$ cat src/rtl/pctl_pkg.sv
package pctl_pkg;

    localparam int OPC_W = 6;

    typedef logic [OPC_W-1:0] opc_t;

    localparam opc_t OPC_RTYPE = 6'b000000;
    localparam opc_t OPC_LOAD  = 6'b100011;
    localparam opc_t OPC_STORE = 6'b101011;
    localparam opc_t OPC_BEQ   = 6'b000100;

    typedef enum logic [1:0] {
        ALU_ADD   = 2'b00,
        ALU_SUB   = 2'b01,
        ALU_FUNCT = 2'b10,
        ALU_RSVD  = 2'b11
    } alu_mode_e;

    typedef struct packed {
        logic      dst_rd;
        alu_mode_e alu_mode;
        logic      alu_imm;
    } ex_grp_t;

    typedef struct packed {
        logic is_branch;
        logic rd_en;
        logic wr_en;
    } mem_grp_t;

    typedef struct packed {
        logic reg_wr;
        logic from_mem;
    } wb_grp_t;

    typedef struct packed {
        ex_grp_t  ex;
        mem_grp_t mem;
        wb_grp_t  wb;
    } id_bundle_t;

    typedef struct packed {
        mem_grp_t mem;
        wb_grp_t  wb;
    } ex_bundle_t;

    localparam int ID_W = $bits(id_bundle_t);
    localparam int EX_W = $bits(ex_bundle_t);
    localparam int WB_W = $bits(wb_grp_t);

    function automatic id_bundle_t decode_opc(opc_t op);
        id_bundle_t b;
        b = '0;
        case (op)
            OPC_RTYPE: begin
                b.ex.dst_rd    = 1'b1;
                b.ex.alu_mode  = ALU_FUNCT;
                b.wb.reg_wr    = 1'b1;
            end
            OPC_LOAD: begin
                b.ex.alu_mode  = ALU_ADD;
                b.ex.alu_imm   = 1'b1;
                b.mem.rd_en    = 1'b1;
                b.wb.reg_wr    = 1'b1;
                b.wb.from_mem  = 1'b1;
            end
            OPC_STORE: begin
                b.ex.alu_mode  = ALU_ADD;
                b.ex.alu_imm   = 1'b1;
                b.mem.wr_en    = 1'b1;
            end
            OPC_BEQ: begin
                b.ex.alu_mode  = ALU_SUB;
                b.mem.is_branch = 1'b1;
            end
            default: b = '0;
        endcase
        return b;
    endfunction

endpackage

$ cat src/rtl/pctl_decode.sv
module pctl_decode
    import pctl_pkg::*;
(
    input  opc_t       opcode_i,
    output id_bundle_t bundle_o
);

    always_comb begin
        bundle_o = decode_opc(opcode_i);
    end

endmodule

$ cat src/rtl/pctl_stage_reg.sv
module pctl_stage_reg #(
    parameter int W = 4
) (
    input  logic         clk,
    input  logic         rst,
    input  logic         clr_i,
    input  logic [W-1:0] d_i,
    output logic [W-1:0] q_o
);

    always_ff @(posedge clk) begin
        if (rst || clr_i) begin
            q_o <= '0;
        end else begin
            q_o <= d_i;
        end
    end

    AST_STAGE_RESET: assert property (@(posedge clk) rst |=> (q_o == '0));

endmodule

$ cat src/rtl/pipe_ctl_decoder.sv
module pipe_ctl_decoder
    import pctl_pkg::*;
(
    input  logic       clk,
    input  logic       rst,
    input  logic [5:0] opcode_i,
    input  logic       bubble_i,
    input  logic       flush_i,
    output logic       ex_dst_rd_o,
    output logic [1:0] ex_alu_op_o,
    output logic       ex_alu_src_imm_o,
    output logic       mem_branch_o,
    output logic       mem_read_o,
    output logic       mem_write_o,
    output logic       wb_reg_write_o,
    output logic       wb_mem_to_reg_o
);

    id_bundle_t dec_b;
    id_bundle_t idex_q;
    ex_bundle_t exmem_d;
    ex_bundle_t exmem_q;
    wb_grp_t    memwb_q;
    logic       idex_clr;

    pctl_decode u_dec (
        .opcode_i (opcode_i),
        .bundle_o (dec_b)
    );

    assign idex_clr = bubble_i | flush_i;

    pctl_stage_reg #(.W(ID_W)) u_idex (
        .clk   (clk),
        .rst   (rst),
        .clr_i (idex_clr),
        .d_i   (dec_b),
        .q_o   (idex_q)
    );

    always_comb begin
        exmem_d.mem = idex_q.mem;
        exmem_d.wb  = idex_q.wb;
    end

    pctl_stage_reg #(.W(EX_W)) u_exmem (
        .clk   (clk),
        .rst   (rst),
        .clr_i (flush_i),
        .d_i   (exmem_d),
        .q_o   (exmem_q)
    );

    pctl_stage_reg #(.W(WB_W)) u_memwb (
        .clk   (clk),
        .rst   (rst),
        .clr_i (1'b0),
        .d_i   (exmem_q.wb),
        .q_o   (memwb_q)
    );

    assign ex_dst_rd_o      = idex_q.ex.dst_rd;
    assign ex_alu_op_o      = idex_q.ex.alu_mode;
    assign ex_alu_src_imm_o = idex_q.ex.alu_imm;
    assign mem_branch_o     = exmem_q.mem.is_branch;
    assign mem_read_o       = exmem_q.mem.rd_en;
    assign mem_write_o      = exmem_q.mem.wr_en;
    assign wb_reg_write_o   = memwb_q.reg_wr;
    assign wb_mem_to_reg_o  = memwb_q.from_mem;

    AST_LOAD_WRITES_BACK: assert property (@(posedge clk) disable iff (rst)
        exmem_q.mem.rd_en |-> (exmem_q.wb.reg_wr && exmem_q.wb.from_mem));

    AST_STORE_NO_WRITEBACK: assert property (@(posedge clk) disable iff (rst)
        exmem_q.mem.wr_en |-> (exmem_q.wb == '0));

    AST_BRANCH_EX_SHAPE: assert property (@(posedge clk) disable iff (rst)
        (idex_q.ex.alu_mode == ALU_SUB) |-> (!idex_q.ex.alu_imm && !idex_q.ex.dst_rd));

    AST_BUBBLE_EMPTIES_EX: assert property (@(posedge clk) disable iff (rst)
        bubble_i |=> (idex_q == '0));

    AST_FLUSH_EMPTIES_EX_MEM: assert property (@(posedge clk) disable iff (rst)
        flush_i |=> ((idex_q == '0) && (exmem_q == '0)));

    AST_MEM_EXCLUSIVE: assert property (@(posedge clk) disable iff (rst)
        $onehot0({mem_branch_o, mem_read_o, mem_write_o}));

endmodule

$ cat config.mk
export PLATFORM = sky130hd
export DESIGN_NAME = pipe_ctl_decoder
export DESIGN_NICKNAME = d
export VERILOG_FILES = /design/src/rtl/pctl_pkg.sv /design/src/rtl/pctl_decode.sv /design/src/rtl/pctl_stage_reg.sv /design/src/rtl/pipe_ctl_decoder.sv
export SDC_FILE = /design/constraint.sdc
export NUM_CORES = 1
export LEC_CHECK = 0
export ABC_AREA = 1
export BUFFER_PORTS_ARGS = -buffer_cell sky130_fd_sc_hd__buf_4
export CELL_PAD_IN_SITES_DETAIL_PLACEMENT = 0
export CELL_PAD_IN_SITES_GLOBAL_PLACEMENT = 1
export CORE_MARGIN = 2
export CORE_UTILIZATION = 32
export DETAILED_ROUTE_END_ITERATION = 8
export HOLD_SLACK_MARGIN = 0.06
export PLACE_DENSITY = 0.75
export SETUP_SLACK_MARGIN = 0.2
export SYNTH_ARGS = -nofsm -noshare
export SYNTH_HDL_FRONTEND = slang
export SYNTH_SLANG_ARGS = --single-unit
$ cat constraint.sdc
create_clock -name clk -period 1.85 [get_ports clk]
set_clock_uncertainty 0.15 [all_clocks]
set_input_delay 0.0925 -clock clk [delete_from_list [all_inputs] [get_ports clk]]
set_output_delay 0.0925 -clock clk [all_outputs]
set_load 0.005 [all_outputs]
==> flow_summary_export.csv, run 1 <==
group,metric,value,unit
critical_path,regToRegSetupSlack,1.20,ns
synth,synth_cell_types,9,
final_layout,final_util,57.6,%
critical_path,required,1.90,ns
power,ir_worst_vdd,0.307,mV
critical_path,crit_chain,"dlygate4sd3_1 -> buf_4 -> inv_1 -> nand2_1 -> inv_1 -> nand3_1 -> dlygate4sd3_1 -> nor2_1",
placement,placed_cell_area,601,um^2
final_layout,design_area,759,um^2
timing,rsz0062_at_grt,"no",
timing,setup_viol_count_final,0,
timing,relSlewSlack,90.9,%
floorplan,rows,13,
final_layout,drive_above_1_share,27.7,%
global_routing,overflow,0,
final_layout,final_cell_mix,"inv_1 (18), buf_4 (18), dlygate4sd3_1 (13), dfxtp_1 (13), nor2_1 (12)",
placement,place_ws,0.956,ns
route,vias_per_cell,3.74,
cts,cts_tree,"built",
timing,fmax,627,MHz
critical_path,worstSetupEndpoint,"u_idex.q_o[2]$_SDFF_PP0_",
critical_path,critPathMaxStageDelay,0.55,ns
synth,synth_area,462,um^2
cts,post-cts-setup-buffers,0,
critical_path,crit_fanout,2,
synth,syn_nets,71,
synth,netlist_instances,61,
route,vias,408,
cts,cts_num_sinks,13,
placement,routabilityCongestion,0.692,
timing,min_period,1.59,ns
floorplan,die_h,42.0,um
timing,final.setup.tns,0,ns
final_layout,area_growth,64.5,%
route,drc,0,
global_routing,grt_max_degree,8,
route,drtIter0Drc,5,
synth,postSynthAreaPerCell,7.57,um^2
timing,hold_violations,0,
cts,clk_pin_slew,0.07,ns
critical_path,crit_slowest_cell,"dlygate4sd3_1",
worst_hold_path,hp-class,"flip-flop to flip-flop",
critical_path,worstReg2RegStart,"u_idex.q_o[4]$_SDFF_PP0_",
route,drt-total-wl,778,um
route,wl_per_cell,7.14,um
synth,ys_warn_count,0,
critical_path,cp_data_arrival_time,1.65,ns
floorplan,io_pins,19,
job,drv_cap,0,
critical_path,reg2reg_to,"u_exmem.q_o[4]$_SDFF_PP0_",
critical_path,worstSetupPathType,"input pin to flip-flop",
placement,numPortBuffers,18,
timing,min_period_over_period,86.2,%
cts,cts_root_buf,"clkbuf_4",
floorplan,dieArea,1760,um^2
cts,insertion_delay,0.26,ns
synth,yosys_register_bits,13,
timing,fin_hold_ws,0.252,ns
cts,cts_max_path_buffers,2,
power,p_leak,0.385,nW
synth,ys_top_cells_by_area,"dfxtp_1 (56%), inv_1 (15%), nor2_1 (11%), nand2_1 (7.3%), nor2_2 (4.1%)",
route,ant_nets,0,
critical_path,rr_worst_depth,2,
cts,htreeDepth,1,
critical_path,crit_start,"opcode_i[4]",
synth,ys_seq_area_share,56.4,%
timing,finalMaxSlewViolations,0,
route,first_pass_iters,3,
global_routing,grt_pass1_wl,1290,um
global_routing,grt_pass1_vias,370,
final_layout,nets,105,
synth,yosysTopAreaCell,"dfxtp_1",
critical_path,critPathLaunchType,"input pin",
global_routing,antenna_found_initial,0,
floorplan,core,1320,um^2
timing,fin_ws,0.256,ns
cts,numCtsBuffers,3,
placement,dp_hpwl,521,um
status,status,"complete, no violations",
final_layout,insertedDiodeCount,0,
critical_path,end_kind,"flip-flop",
synth,synth_top_area_share,56.4,%
timing,tightest_slew,0.136,ns
floorplan,die-width,42.0,um
floorplan,start_util,35.0,%
global_routing,grt_use_total,10.3,%
power,power.density,650,nW/um^2
-- layer usage --
metal | up-vias | wire length (um) | share of wire (%) | global-route usage [%]
met2 | 16 | 407 | 52 | 18.1
met1 | 160 | 304 | 39 | 8.58
li1 | 230 | - | - | -
met4 | 0 | 19 | 2.4 | 11.6
met5 | - | 0 | 0 | 0
met3 | 2 | 47 | 6.0 | 2.59
-- worst max-delay path, delay by kind of cell --
| family | cells | cell delay (ns) |
|---|---|---|
| AND/OR/NAND/NOR | 3 | 0.21 |
| buffers and inverters | 5 | 1.35 |
-- sequential cells by signal, summed over array words and instances, names as in the netlist --
name         count
u_exmem.q_o      4
u_memwb.q_o      2
u_idex.q_o       7
-- power by group --
group / internal, mW / switching [mW] / leakage, nW / total (mW)
combinational: 0.0342 / 0.0190 / 0.265 / 0.0532
sequential: 0.280 / 0.000106 / 0.105 / 0.280
clock: 0.0832 / 0.0768 / 0.0150 / 0.160
total: 0.397 / 0.0959 / 0.385 / 0.493
-- through the flow --
stage | instances | power (mW)
floorplan | 61 | 0.300
global placement | 92 | 0.319
detailed placement | 92 | 0.319
CTS | 109 | 0.502
global route | 109 | 0.523
finish | 109 | 0.493
-- timing repair --
| item | in CTS | in global routing |
|---|---|---|
| endpoints found under the setup margin | 0 | 2 |
| hold buffers | 13 | 0 |
| hold endpoints to repair | 11 | 0 |
| resized for setup | 0 | 1 |
-- synth_stat cells --
library cell  number
nand2_2            1
nand3_1            1
dfxtp_1           13
inv_1             18
or2_1              1
nor2_1            13
nor2_2             3
buf_4              2
nand2_1            9
-- cells by family after synthesis --
family | share of synthesized area (%)
and+or+nand+nor | 25.7
buffers and inverters | 17.9
DFF | 56.4
-- worst min-delay path by stage --
stage                                          from  cells past startpoint                         to
after CTS                 u_exmem.q_o[1]$_SDFF_PP0_                      2  u_memwb.q_o[1]$_SDFF_PP0_
after floorplan                                 rst                      1  u_memwb.q_o[1]$_SDFF_PP0_
after detailed placement                        rst                      2  u_memwb.q_o[0]$_SDFF_PP0_
after global routing      u_exmem.q_o[1]$_SDFF_PP0_                      2  u_memwb.q_o[1]$_SDFF_PP0_
final                     u_exmem.q_o[1]$_SDFF_PP0_                      2  u_memwb.q_o[1]$_SDFF_PP0_
after global placement                          rst                      2  u_memwb.q_o[1]$_SDFF_PP0_
-- final cells by class --
cell class	instances	area, um^2
Multi-Input combinational cell	28	121
Inverter	18	67.6
Clock buffer	4	26.3
Fill cell	131	558
Sequential cell	13	260
Timing Repair Buffer	31	265
Tap cell	15	18.8
No activity file was read; power rests on OpenSTA's default activity.
==> run 2: changes to the inputs <==
--- a/config.mk
+++ b/config.mk
@@ -11,10 +11,11 @@
 export CELL_PAD_IN_SITES_GLOBAL_PLACEMENT = 1
 export CORE_MARGIN = 2
-export CORE_UTILIZATION = 32
+export CORE_UTILIZATION = 36
 export DETAILED_ROUTE_END_ITERATION = 8
 export HOLD_SLACK_MARGIN = 0.06
-export PLACE_DENSITY = 0.75
+export PLACE_DENSITY = 0.78
 export SETUP_SLACK_MARGIN = 0.2
 export SYNTH_ARGS = -nofsm -noshare
 export SYNTH_HDL_FRONTEND = slang
+export SYNTH_HIERARCHICAL = 1
 export SYNTH_SLANG_ARGS = --single-unit
==> constraint.sdc (replaced) <==
create_clock -name clk -period 1.85 [get_ports clk]
set_clock_uncertainty 0.15 [all_clocks]
set_input_delay 0.37 -clock clk [delete_from_list [all_inputs] [get_ports clk]]
set_output_delay 0.37 -clock clk [all_outputs]
set_load 0.005 [all_outputs]
==> run 2 against run 1 <==
Compared with the run above: wire length rose by 2.2%; utilization shrank 6.8 points; setup slack better by 0.36 ns; combinational power down 23%; die area grew 17%; worst hold slack worse by 0.063 ns; register-to-register slack improved by 0.02 ns; critical path type is now flip-flop to primary output; largest power group unchanged; highest routed layer unchanged.
==> flow_summary_export.csv, run 2 <==
group,metric,value,unit
synth,netlist_instances,84,
job,drv_cap,0,
synth,ys_top_cells_by_area,"dfxtp_1 (52%), inv_1 (17%), nor2_1 (11%), nor2_2 (5.1%), nand2_1 (4.3%)",
critical_path,end_kind,"primary output",
synth,yosysTopAreaCell,"dfxtp_1",
power,power,607,uW
final_layout,final_cell_mix,"inv_1 (28), buf_4 (18), nor2_1 (18)",
route,drt-total-wl,795,um
route,ant_nets,0,
critical_path,reg2reg_to,"u_exmem/q_o[4]$_SDFF_PP0_",
critical_path,required,1.33,ns
placement,routabilityCongestion,0.656,
power,power.density,766,nW/um^2
synth,postSynthAreaPerCell,7.33,um^2
worst_hold_path,hold_end,"u_idex/q_o[5]$_SDFF_PP0_",
cts,cts_hold_buf,0,
final_layout,drive_above_1_share,29.8,%
critical_path,crit_chain,"buf_4",
synth,synth_common_cells,"inv_1 (28), nor2_1 (18), dfxtp_1 (16)",
final_layout,final_common_cell,"inv_1",
critical_path,worstSetupPathType,"flip-flop to primary output",
global_routing,overflow,0,
route,vias,456,
synth,syn_nets,94,
placement,dp_hpwl,640,um
final_layout,num-fill-cells,155,
placement,place_inst,116,
synth,postSynth.asyncResetShare,0,%
global_routing,grt_use_total,9.59,%
timing,fmax,811,MHz
critical_path,critPathMaxStageDelay,0.31,ns
floorplan,rows,14,
critical_path,crit_fanout,1,
floorplan,start_util,39.5,%
route,wl_per_cell,6.63,um
final_layout,area_growth,28.7,%
synth,synth_edf_count,0,
status,status,"complete, no violations",
route,drc,0,
final_layout,stdcell_count,120,
floorplan,core,1560,um^2
critical_path,rr_worst_depth,2,
synth,synth_area,616,um^2
final_layout,final_util,50.8,%
global_routing,grt_max_degree,10,
critical_path,regToRegSetupSlack,1.22,ns
synth,synth_cell_types,11,
timing,min_period_over_period,66.6,%
synth,ys.flop_type,"dfxtp_1",
cts,clk_pin_slew,0.09,ns
cts,cts_root_buf,"clkbuf_4",
cts,post-cts-setup-buffers,0,
worst_hold_path,hold_depth,4,
critical_path,crit_slowest_cell,"dfxtp_1",
synth,ys_warn_count,6,
critical_path,critPathTopFamily,"flip-flops",
critical_path,cp_data_arrival_time,0.71,ns
floorplan,die_h,45.4,um
worst_hold_path,min_from,"opcode_i[2]",
timing,setup_viol_count_final,0,
cts,cts-resized-gates,0,
timing,finalMaxSlewViolations,0,
cts,insertion_delay,0.28,ns
final_layout,largest_reg_flops,9,
route,vias_per_cell,3.80,
global_routing,grt_pass1_vias,377,
final_layout,top_register,"u_idex/q_o",
route,first_pass_iters,3,
critical_path,worstReg2RegStart,"u_idex/q_o[4]$_SDFF_PP0_",
route,drtIter0Drc,1,
timing,hold_violations,0,
timing,final.setup.tns,0,ns
power,ir_worst_vdd,0.313,mV
synth,synth_top_area_share,52.0,%
final_layout,reg_top3,"u_idex/q_o x9, u_exmem/q_o x5, u_memwb/q_o x2",
final_layout,nets,115,
floorplan,dieArea,2060,um^2
cts,htreeDepth,1,
critical_path,critPathLaunchType,"flip-flop",
floorplan,die-width,45.4,um
power,p_leak,0.397,nW
cts,cts_tree,"built",
worst_hold_path,hp-class,"input pin to flip-flop",
cts,cts_num_sinks,16,
cts,numCtsBuffers,3,
global_routing,antenna_found_initial,0,
global_routing,grt_pass1_wl,1350,um
critical_path,cp_num_buf_inv,1,
synth,yosysMostFrequentCell,"inv_1",
synth,ys_seq_area_share,52.0,%
timing,min_period,1.23,ns
placement,numPortBuffers,18,
synth,yosys_register_bits,16,
floorplan,io_pins,19,
cts,cts_max_path_buffers,2,
timing,rsz0062_at_grt,"no",
final_layout,insertedDiodeCount,0,
run 2: routing by layer:
metal	part of all wire [%]	wire length [um]	track usage [%]
met3	5.7	45	2.40
met1	42	336	9.90
met2	50	395	15.7
met5	0	0	0
met4	2.1	17	8.82
run 2: layout make-up:
cell class	count	area, um^2	share of cell area, %
clock buffers	4	36.3	4.58
inverters	30	113	14.2
multi-input cells	36	168	21.2
flip-flops and latches	16	320	40.4
well taps	16	20.0	2.53
repair buffers	18	135	17.1
run 2: cells by family (layout without fill, tap and decap cells):
kind of cell           count (synthesis)  in the layout  synth area share, %
DFF                                   16             16                 52.0
other                                  1              1                0.609
and+or+nand+nor                       35             35                 26.6
buffers and inverters                 32             52                 20.7
run 2: how the worst max path moves through the flow:
stage                                   from                        to  depth (start not counted)
floorplan                        opcode_i[1]  u_idex/q_o[6]$_SDFF_PP0_                          6
global placement                 opcode_i[3]  u_idex/q_o[1]$_SDFF_PP0_                          6
detailed placement               opcode_i[3]  u_idex/q_o[1]$_SDFF_PP0_                          6
CTS                 u_idex/q_o[5]$_SDFF_PP0_          ex_alu_src_imm_o                          1
global route        u_idex/q_o[7]$_SDFF_PP0_            ex_alu_op_o[1]                          1
finish              u_idex/q_o[5]$_SDFF_PP0_          ex_alu_src_imm_o                          1
run 2: power by group:
group          internal (mW)  switching (mW)  total [mW]  leakage [nW]
clock                  0.120           0.102       0.221        0.0210
sequential             0.345        0.000119       0.345         0.129
combinational         0.0197          0.0214      0.0412         0.247
run 2: stage by stage:
stage	setup WS (ns)	instance area [um^2]	hold WS, ns
finish	0.618	792	0.189
detailed placement	0.660	756	0.253
CTS	0.596	792	0.178
global placement	0.662	756	0.248
global route	0.583	792	0.195
floorplan	0.782	616	0.244
==> run 3: changes to the inputs <==
- CORE_UTILIZATION: 36 -> 33
- PLACE_DENSITY: 0.78 -> 0.72
- clock period: 1.85 -> 1.3 ns (I/O delays scaled with it)
==> run 3 against run 2 <==
Compared with the run above: clock-buffer cell count stayed put; first-iteration DRC count increased by 100%; utilization fell by 2.5 points; critical path depth did not move; sequential share of layout area fell by 1.3 points; sequential cell count unchanged; clock power grew 43%; via count is 2.2% lower; power grew 42%; global-route usage down 0.26 points; wire length down 1.8%; critical endpoint is now ex_alu_op_o[0]; largest cell class unchanged; largest power group unchanged.
==> flow_summary_export.csv, run 3 (synthesis gave the netlist of run 2 again) <==
group,metric,value,unit
final_layout,nets,115,
final_layout,stdcell_count,129,
job,drv_cap,0,
status,status,"complete, no violations",
cts,cts_hold_buf,0,
placement,routabilityCongestion,0.677,
timing,min_period,1.11,ns
cts,insertion_delay,0.28,ns
power,power.switching,176,uW
critical_path,regToRegSetupSlack,0.66,ns
worst_hold_path,hp-class,"input pin to flip-flop",
final_layout,reg_top3,"u_idex/q_o x9, u_exmem/q_o x5, u_memwb/q_o x2",
final_layout,final_common_cell,"inv_1",
power,power.density,1030,nW/um^2
timing,fmax,897,MHz
cts,clk_pin_slew,0.09,ns
final_layout,area_growth,37.0,%
cts,htreeDepth,1,
critical_path,reg2reg_to,"u_memwb/q_o[0]$_SDFF_PP0_",
cts,cts_tree,"built",
final_layout,largest_reg_flops,9,
critical_path,crit_chain,"buf_4",
cts,numCtsBuffers,3,
critical_path,rr_worst_depth,2,
critical_path,crit_slowest_cell,"dfxtp_1",
timing,fin_hold_ws,0.0676,ns
power,clock_power_share,36.5,%
floorplan,start_util,35.3,%
route,first_pass_iters,4,
final_layout,num-fill-cells,187,
final_layout,regArea,330,um^2
route,vias_per_cell,3.46,
power,power_frac_seq,56.7,%
cts,cts_num_sinks,16,
floorplan,die-width,47.2,um
route,drt-total-wl,781,um
power,pwr-share-comb,6.8,%
worst_hold_path,hold_depth,4,
power,ir_worst_vdd,0.425,mV
timing,final.setup.tns,0,ns
power,power,864,uW
floorplan,io_pins,19,
placement,dp_hpwl,634,um
placement,numPortBuffers,18,
critical_path,required,0.89,ns
timing,rsz0062_at_grt,"yes",
route,vias,446,
critical_path,worstSetupPathType,"flip-flop to primary output",
floorplan,dieArea,2230,um^2
route,ant_nets,0,
final_layout,top_register,"u_idex/q_o",
floorplan,die_h,47.2,um
power,p_int,689,uW
critical_path,critPathLaunchType,"flip-flop",
cts,cts_max_path_buffers,2,
critical_path,critPathTopFamily,"flip-flops",
global_routing,grt_pass1_wl,1370,um
final_layout,multiInputGateArea,168,um^2
global_routing,grt_pass1_vias,350,
critical_path,worstReg2RegStart,"u_exmem/q_o[0]$_SDFF_PP0_",
power,p_leak,0.407,nW
timing,min_period_over_period,85.8,%
worst_hold_path,hold_end,"u_idex/q_o[5]$_SDFF_PP0_",
critical_path,end_kind,"primary output",
final_layout,final_util,48.3,%
timing,finalMaxSlewViolations,0,
timing,hold_violations,0,
final_layout,final_cell_mix,"inv_1 (28), nor2_1 (18), buf_4 (10)",
global_routing,antenna_found_initial,0,
critical_path,crit_fanout,1,
global_routing,grt_max_degree,10,
critical_path,critPathMaxStageDelay,0.31,ns
route,drc,0,
cts,cts_root_buf,"clkbuf_4",
floorplan,rows,15,
final_layout,drive_above_1_share,37.5,%
placement,place_inst,125,
cts,post-cts-setup-buffers,0,
power,power_switching_share,20.3,%
route,drtIter0Drc,2,
global_routing,grt_use_total,9.33,%
floorplan,core,1750,um^2
critical_path,cp_num_buf_inv,1,
final_layout,insertedDiodeCount,0,
critical_path,cp_data_arrival_time,0.70,ns
route,wl_per_cell,6.05,um
timing,setup_viol_count_final,0,
global_routing,overflow,0,
worst_hold_path,min_from,"opcode_i[2]",
==> run 3: worst max path at each step <==
stage                              startpoint                  endpoint  slack, ns  cells past startpoint
floorplan                         opcode_i[1]  u_idex/q_o[6]$_SDFF_PP0_       0.34                      6
global placement                  opcode_i[3]  u_idex/q_o[1]$_SDFF_PP0_       0.22                      6
detailed placement                opcode_i[3]  u_idex/q_o[1]$_SDFF_PP0_       0.21                      6
CTS                  u_idex/q_o[8]$_SDFF_PP0_               ex_dst_rd_o       0.16                      1
global route        u_memwb/q_o[0]$_SDFF_PP0_           wb_mem_to_reg_o       0.14                      1
finish               u_idex/q_o[6]$_SDFF_PP0_            ex_alu_op_o[0]       0.19                      1
==> run 3: area by class of cell <==
type / instances / area share, %
tap: 25 / 3.71
inverter: 30 / 13.4
multi-input combinational: 36 / 19.9
timing repair buffer: 18 / 19.6
clock buffer: 4 / 4.30
sequential: 16 / 39.2
==> run 3: per-layer routing <==
metal	up-vias	wire length, um	GRT usage [%]
met5	-	0	0
met2	13	382	13.7
met1	171	334	10.5
met4	0	19	10.0
li1	260	-	-
met3	2	45	2.31
==> run 3: what timing repair did <==
item,CTS,global route
gates resized for setup,0,16
pin swaps,0,0
endpoints found under the setup margin,9,9
==> run 3: stage by stage <==
stage	instance area [um^2]	setup slack, ns
after CTS	803	0.162
after floorplan	616	0.342
final	843	0.185
after detailed placement	767	0.215
after global routing	843	0.144
after global placement	767	0.221
==> run 3: power groups by stage <==
| stage | sequential [mW] | combinational [mW] | clock (mW) |
|---|---|---|---|
| 2_1_floorplan | 0.502 | 0.0308 | 0 |
| 3_3_place_gp | 0.502 | 0.0589 | 0 |
| 3_5_place_dp | 0.502 | 0.0592 | 0 |
| 4_1_cts | 0.491 | 0.0594 | 0.334 |
| 5_1_grt | 0.491 | 0.0670 | 0.358 |
| 6_report | 0.490 | 0.0587 | 0.315 |
